`src/rtl/wkmem_pkg.sv`:
```
package wkmem_pkg;

    // Handshake machine states
    typedef enum logic [0:0] {
        ST_WAKE  = 1'b0,
        ST_SERVE = 1'b1
    } hs_state_e;

    localparam int NUM_HALVES = 2;

endpackage

```
`src/rtl/wkmem_handshake.sv`:
```
module wkmem_handshake
    import wkmem_pkg::*;
(
    input  logic clk,
    input  logic rst_n,
    input  logic req_valid,
    input  logic req_we,
    output logic req_ack,
    output logic acc_rd,
    output logic acc_wr
);

    hs_state_e state_q;
    hs_state_e state_d;

    // Next-state logic: wake_done and serve_hold
    always_comb begin
        state_d = state_q;
        unique case (state_q)
            ST_WAKE:  state_d = ST_SERVE;
            ST_SERVE: state_d = ST_SERVE;
        endcase
    end

    // State register
    always_ff @(posedge clk or negedge rst_n) begin
        if (!rst_n) begin
            state_q <= ST_WAKE;
        end else begin
            state_q <= state_d;
        end
    end

    // Outputs
    always_comb begin
        req_ack = 1'b0;
        unique case (state_q)
            ST_WAKE:  req_ack = 1'b0;
            ST_SERVE: req_ack = req_valid;
        endcase
        acc_rd = req_ack & ~req_we;
        acc_wr = req_ack &  req_we;
    end

endmodule

```
`src/rtl/wkmem_array.sv`:
```
module wkmem_array
    import wkmem_pkg::*;
#(
    parameter int ADDR_W = 13,
    parameter int HALF_W = 39,
    parameter int DEPTH  = 64
) (
    input  logic                         clk,
    input  logic                         rst_n,
    input  logic                         wr_en,
    input  logic                         rd_en,
    input  logic [ADDR_W-1:0]            addr,
    input  logic [NUM_HALVES*HALF_W-1:0] wdata,
    input  logic [NUM_HALVES-1:0]        hen,
    output logic                         rd_vld,
    output logic [NUM_HALVES*HALF_W-1:0] rd_word
);

    localparam int DW    = NUM_HALVES * HALF_W;
    localparam int IDX_W = (DEPTH > 1) ? $clog2(DEPTH) : 1;

    logic [DW-1:0]    mem [DEPTH];
    logic [IDX_W-1:0] idx;

    assign idx = addr[IDX_W-1:0];

    // Upper address bits alias onto the same words
    logic addr_unused_hi;
    assign addr_unused_hi = ^addr[ADDR_W-1:IDX_W];

    // Halfword-masked write port
    always_ff @(posedge clk) begin
        if (wr_en) begin
            for (int h = 0; h < NUM_HALVES; h++) begin
                if (hen[h]) begin
                    mem[idx][h*HALF_W +: HALF_W] <= wdata[h*HALF_W +: HALF_W];
                end
            end
        end
    end

    // Registered read: first stage of the return latency
    always_ff @(posedge clk) begin
        if (rd_en) begin
            rd_word <= mem[idx];
        end
    end

    always_ff @(posedge clk or negedge rst_n) begin
        if (!rst_n) begin
            rd_vld <= 1'b0;
        end else begin
            rd_vld <= rd_en;
        end
    end

endmodule

```
`src/rtl/wkmem_rdpipe.sv`:
```
module wkmem_rdpipe #(
    parameter int DW    = 78,
    parameter int EXTRA = 1
) (
    input  logic          clk,
    input  logic          rst_n,
    input  logic          in_vld,
    input  logic [DW-1:0] in_dat,
    output logic          out_vld,
    output logic [DW-1:0] out_dat
);

    generate
        if (EXTRA == 0) begin : g_pass
            assign out_vld = in_vld;
            assign out_dat = in_dat;
        end else begin : g_chain
            logic [EXTRA-1:0]         vld_q;
            logic [EXTRA-1:0][DW-1:0] dat_q;

            always_ff @(posedge clk or negedge rst_n) begin
                if (!rst_n) begin
                    vld_q <= '0;
                end else begin
                    vld_q[0] <= in_vld;
                    for (int i = 1; i < EXTRA; i++) begin
                        vld_q[i] <= vld_q[i-1];
                    end
                end
            end

            always_ff @(posedge clk) begin
                dat_q[0] <= in_dat;
                for (int i = 1; i < EXTRA; i++) begin
                    dat_q[i] <= dat_q[i-1];
                end
            end

            assign out_vld = vld_q[EXTRA-1];
            assign out_dat = dat_q[EXTRA-1];
        end
    endgenerate

endmodule

```
`src/rtl/wkmem_responder.sv`:
```
module wkmem_responder
    import wkmem_pkg::*;
#(
    parameter int ADDR_W = 13,
    parameter int HALF_W = 39,
    parameter int DEPTH  = 64,
    parameter int RD_LAT = 2
) (
    input  logic                         clk,
    input  logic                         rst_n,
    input  logic                         req_valid,
    output logic                         req_ack,
    input  logic [ADDR_W-1:0]            req_addr,
    input  logic [NUM_HALVES*HALF_W-1:0] req_wdata,
    input  logic [NUM_HALVES-1:0]        req_hen,
    input  logic                         req_we,
    output logic                         rsp_valid,
    output logic [NUM_HALVES*HALF_W-1:0] rsp_data
);

    localparam int DW    = NUM_HALVES * HALF_W;
    localparam int EXTRA = (RD_LAT > 1) ? RD_LAT - 1 : 0;

    logic          acc_rd;
    logic          acc_wr;
    logic          arr_vld;
    logic [DW-1:0] arr_word;

    wkmem_handshake u_hs (
        .clk       (clk),
        .rst_n     (rst_n),
        .req_valid (req_valid),
        .req_we    (req_we),
        .req_ack   (req_ack),
        .acc_rd    (acc_rd),
        .acc_wr    (acc_wr)
    );

    wkmem_array #(
        .ADDR_W (ADDR_W),
        .HALF_W (HALF_W),
        .DEPTH  (DEPTH)
    ) u_arr (
        .clk     (clk),
        .rst_n   (rst_n),
        .wr_en   (acc_wr),
        .rd_en   (acc_rd),
        .addr    (req_addr),
        .wdata   (req_wdata),
        .hen     (req_hen),
        .rd_vld  (arr_vld),
        .rd_word (arr_word)
    );

    wkmem_rdpipe #(
        .DW    (DW),
        .EXTRA (EXTRA)
    ) u_pipe (
        .clk     (clk),
        .rst_n   (rst_n),
        .in_vld  (arr_vld),
        .in_dat  (arr_word),
        .out_vld (rsp_valid),
        .out_dat (rsp_data)
    );

endmodule

```
`config.mk`:
```
export PLATFORM = sky130hd
export DESIGN_NAME = wkmem_responder
export DESIGN_NICKNAME = d
export VERILOG_FILES = /design/src/rtl/wkmem_pkg.sv /design/src/rtl/wkmem_handshake.sv /design/src/rtl/wkmem_array.sv /design/src/rtl/wkmem_rdpipe.sv /design/src/rtl/wkmem_responder.sv
export SDC_FILE = /design/constraint.sdc
export NUM_CORES = 2
export LEC_CHECK = 0
export CORE_UTILIZATION = 25
export CTS_CLUSTER_DIAMETER = 200
export DETAILED_ROUTE_END_ITERATION = 6
export DONT_BUFFER_PORTS = 1
export PLACE_DENSITY = 0.47
export REMOVE_ABC_BUFFERS = 1
export SYNTH_ARGS = -nofsm -noshare
export SYNTH_HDL_FRONTEND = slang
export SYNTH_MEMORY_MAX_BITS = 65536
export SYNTH_SLANG_ARGS = --single-unit
```
`constraint.sdc`:
```
create_clock -name clk -period 6.2 [get_ports clk]
set_input_delay 0.93 -clock clk [delete_from_list [all_inputs] [get_ports clk]]
set_output_delay 0.93 -clock clk [all_outputs]
set_load 0.02 [all_outputs]
```
; ---- After elaboration in Yosys (flattened, before gate mapping)
; Memories as Yosys holds them, arrays and structs flattened. A register that Yosys moved wholly into a read port is not among the register bits.
; Cells that the tools add are included.
[word_totals]
regBits = 81
output_inout_bits = 80
memories = 1
mem_bits_rw = 4992
wordCells = 16
[op_classes]
n_mux = 7
n_bitwise = 4
[mem_list]
columns = memory, words, width, rd, rd_ports_with_merged_regs, write_ports, line_no
row1 = u_arr.mem, 64, 78, 1, 1, 1, wkmem_array.sv:22  ; logic [DW-1:0] mem [DEPTH];
[ops]
columns = operator, n
row1 = 1-bit two-way mux, 6
row2 = 1-bit AND, 2
row3 = 1-bit NOT, 2
row4 = 1-bit one-hot mux with 2 select lines, 1

; ---- Depth between registers and ports, before layout
[depth]
ltp_word = 5
mapped_depth = 11

; ---- Cells and area by module
; A second synthesis with hierarchy kept.
[unflattened]
hier_cells = 10521
hier_area_um2 = 192550.9
[by_module_without_submodules]
columns = mod, cells_per_inst, n_inst, seq_area_each_um2, area_per_inst_um2
row1 = wkmem_array, 10437, 1, 152271.0, 190914.4
row2 = wkmem_rdpipe, 79, 1, 1586.5, 1586.5
row3 = wkmem_handshake, 5, 1, 25.0, 50.0

; ---- Worst setup path before layout
; Ideal clock, no wire load.
[synth_timing]
path_kind = input-to-reg
start = input req_valid
end = register u_arr.rd_word[0], read port of u_arr.mem (enable)
t_required_ps = 5673
setup_ps = 527
path_buffers = 0
path_stages = 2
path_slack_ps = 946
arrival_time_ps = 4727
cell_sequence = and2_1 > nor2b_1
[synth_via]
elab_chain_len = 2
[synth_lines]
columns = item, line_no
row1 = "start, declared", wkmem_responder.sv:11  ; input logic req_valid,
row2 = 1-bit one-hot mux with 2 select lines, wkmem_handshake.sv:37  ; unique case (state_q)
row3 = 1-bit AND, wkmem_handshake.sv:41  ; acc_rd = req_ack & ~req_we;
row4 = net acc_rd, wkmem_responder.sv:24  ; logic acc_rd;
row5 = "end, declared", wkmem_array.sv:16  ; output logic [NUM_HALVES*HALF_W-1:0] rd_word
; The timed path passes the listed nets, and every way through them passes these cells.

==> results.sh <==
export IMPL_core_sq_um=763900
export IMPL_grt_ovfl_total=0
export IMPL_avgSynthCellArea_sq_um=18.05
export IMPL_max_clock_path_buffers=4
export IMPL_tightestPinTransition_ps=2230
export IMPL_reg2reg_slack_ps=2100
export IMPL_fin_crit_ps=4862
export IMPL_async_flop_share=0.0005824
export IMPL_die_h_um=877.4
export IMPL_clkSinkCount=5151
export IMPL_h_tree_depth=6
export IMPL_postSynthCellCount=10612
export IMPL_fin_util=0.2985
export IMPL_finalMaxSlewViolations=171
export IMPL_met3_usage=0.02767
export IMPL_min_from="req_wdata[74]"
export IMPL_failed_checks="max-slew violations"
export IMPL_holdPathStages=1
export IMPL_place_congestion=0.7607
export IMPL_ioPinCount=177
export IMPL_drt_antenna_violating_nets=0
export IMPL_root_buffer="clkbuf_16"
export IMPL_fill_cells=74937
export IMPL_rows=321
export IMPL_post_dp_hpwl_um=367400
export IMPL_slowest_stage="buf_16"
export IMPL_synth_edf_count=5070
export IMPL_grt_max_degree=420
export IMPL_hold_buffers=85
export IMPL_cts_tree="built"
export IMPL_drt_pass1_iterations=6
export IMPL_period_share=0.7841
export IMPL_drc=0
export IMPL_ys_flop_type="edfxtp_1"
export IMPL_first_global_vias=106603
export IMPL_rr_worst_depth=5
export IMPL_io_buffers=0
export IMPL_required_ps=6960
export IMPL_critPathMaxFanout=167
export IMPL_cp_end_kind="flop"
export IMPL_wl_per_cell_um=30.68
export IMPL_crit_chain="buf_16 -> buf_16 -> buf_16 -> nor3b_2 -> buf_12 -> buf_4 -> a221oi_1 -> o211ai_1 -> a211oi_1 -> buf_4 -> o2111ai_1"
export IMPL_synth_cell_types=56
export IMPL_cp_arrival_ps=5620
export IMPL_ys_seq_area_frac=0.8032
export IMPL_drive_gt1_frac=0.1489
export IMPL_post_cts_setup_buffer_count=0
export IMPL_reg2reg_to="u_arr.mem[24][26]$_DFFE_PP_"
export IMPL_clk_latency_ps=1120
export IMPL_rsz0062_at_grt="no"
export IMPL_final_cell_mix="edfxtp_1, a22oi_1, a221oi_1, mux2i_1, clkbuf_16"
export IMPL_power_density_nw_per_um2=323.8
export IMPL_hold_path_class="primary input to flop"
export IMPL_vias=110279
export IMPL_routed_wl_um=664700
export IMPL_synth_area_sq_um=191600
export IMPL_ys_seq_elements=5151
export IMPL_cp_startpoint="req_addr[2]"
export IMPL_p_leak_nw=69.88
export IMPL_vias_per_cell=5.091
export IMPL_mostFrequentLayoutCell="edfxtp_1"
export IMPL_cp_slowest_stage_delay_ps=710
export IMPL_status="finished, violations left"
export IMPL_fmax_mhz=205.7
export IMPL_cts_buffers=559
export IMPL_timing_final_hold_violations=0
export IMPL_start_util=0.2508
export IMPL_crit_path_frequent_cell="buf_16"
export IMPL_gr_usage_met2=0.2728
export IMPL_clk_pin_slew_worst_paths_ps=60
export IMPL_crit_buf_inv=6
export IMPL_die_x_um=877.4
export IMPL_critPathTopFamily="buffers and inverters"
export IMPL_antenna_found_initial=32
export IMPL_drt_iter0_drc=12998
export IMPL_hold_path_end="u_arr.mem[11][74]$_DFFE_PP_"
export IMPL_reg2reg_from="u_hs.state_q$_DFF_PN0_"
export IMPL_cts_resized=0
export IMPL_whs_ps=143.3
export IMPL_layout_nets=11117
export IMPL_max_cap_violations=0
export IMPL_criticalPathCategory="primary input to flop"
export IMPL_grt_busiest_layer="met2"
export IMPL_start_kind="primary input"
export IMPL_fin_skew_ps=96.40
export IMPL_yosys_warnings=0
export IMPL_grt_pass1_wl_um=902800
export IMPL_relSlewSlack=-0.4867
export IMPL_die_area_sq_um=769900
export IMPL_peakVddDrop_v=0.0003037
export IMPL_setup_violations_final=0
export IMPL_grtUsageMet1=0.2245
export IMPL_area_growth_pct=19.02
export IMPL_grt_usage=0.1648
[final cells by class]
type	instances	area (sq um)	share of cell area
Tap cell	10174	12730	0.05583
Clock inverter	265	2166	0.009498
Antenna cell	32	80.08	0.0003512
Timing Repair Buffer	667	8718	0.03823
Multi-Input combinational cell	4638	35410	0.1553
Clock buffer	733	15010	0.06582
Inverter	3	27.53	0.0001207
Sequential cell	5151	153900	0.6749
[state kept, by name, summed over array words and instances, names as in the netlist]
| signal | count |
|---|---|
| u_hs.state_q | 1 |
| u_pipe.out_vld | 1 |
| u_arr.mem | 4992 |
| u_arr.rd_word | 78 |
| u_arr.rd_vld | 1 |
| u_pipe.out_dat | 78 |
[layer usage]
metal  up-vias  part of all wire  wire (um)
met2      4560              0.48     317000
met4         2             0.029      19570
li1      45676                 -          -
met5         -          0.000020         13
met1     59139              0.42     280400
met3       902             0.072      47750
[cell usage after synthesis, types with 78 or more instances]
library cell,instances,area (sq um)
buf_1,107,401.6
nor3_1,188,940.9
mux2_2,107,1205
a22oi_1,872,6546
edfxtp_1,5070,152200
buf_2,216,1081
nand2_1,193,724.4
mux2i_1,572,5725
clkbuf_1,459,1723
a221oi_1,809,7086
nor2_1,337,1265
o21ai_0,200,1001
o22ai_1,528,3303
dfxtp_1,78,1562
a21oi_1,151,755.7
[where the power goes]
| group | switching [W] | leakage [nW] | internal [W] | total (W) |
|---|---|---|---|---|
| Sequential | 0.0000567 | 46.3 | 0.0383 | 0.0384 |
| Combinational | 0.00246 | 15.3 | 0.00112 | 0.00358 |
| Clock | 0.0140 | 8.33 | 0.0179 | 0.0319 |
[worst max-delay path by stage]
stage	end	slack (ps)	cells past startpoint
after floorplan	u_arr.rd_word[11]$_DFFE_PP_	-7800	5
after global placement	u_arr.rd_word[8]$_DFFE_PP_	450	11
after detailed placement	u_arr.rd_word[8]$_DFFE_PP_	320	11
after CTS	u_arr.rd_word[8]$_DFFE_PP_	1460	11
after global routing	u_arr.rd_word[8]$_DFFE_PP_	1350	11
final	u_arr.rd_word[8]$_DFFE_PP_	1340	11
[cell families after synthesis]
group | synth area share
AO/OA/AOI/OAI | 0.1180
AND/OR/NAND/NOR | 0.02303
flip-flops | 0.8032
other | 0.00001957
multiplexers | 0.03723
buffers and inverters | 0.01857
[stage by stage]
step | setup slack (ps) | instance area (sq um) | setup TNS (ps) | power, W | cells
3_5_place_dp | 320.4 | 208600 | 0 | 0.04201 | 20548
2_1_floorplan | -7802 | 188000 | -2975930 | 0.04055 | 9792
4_1_cts | 1455 | 227900 | 0 | 0.07446 | 21631
3_3_place_gp | 454.1 | 208600 | 0 | 0.04201 | 20548
6_report | 1338 | 228000 | 0 | 0.07383 | 21663
5_1_grt | 1348 | 228000 | 0 | 0.07589 | 21652
(Power assumes the default switching activity.)
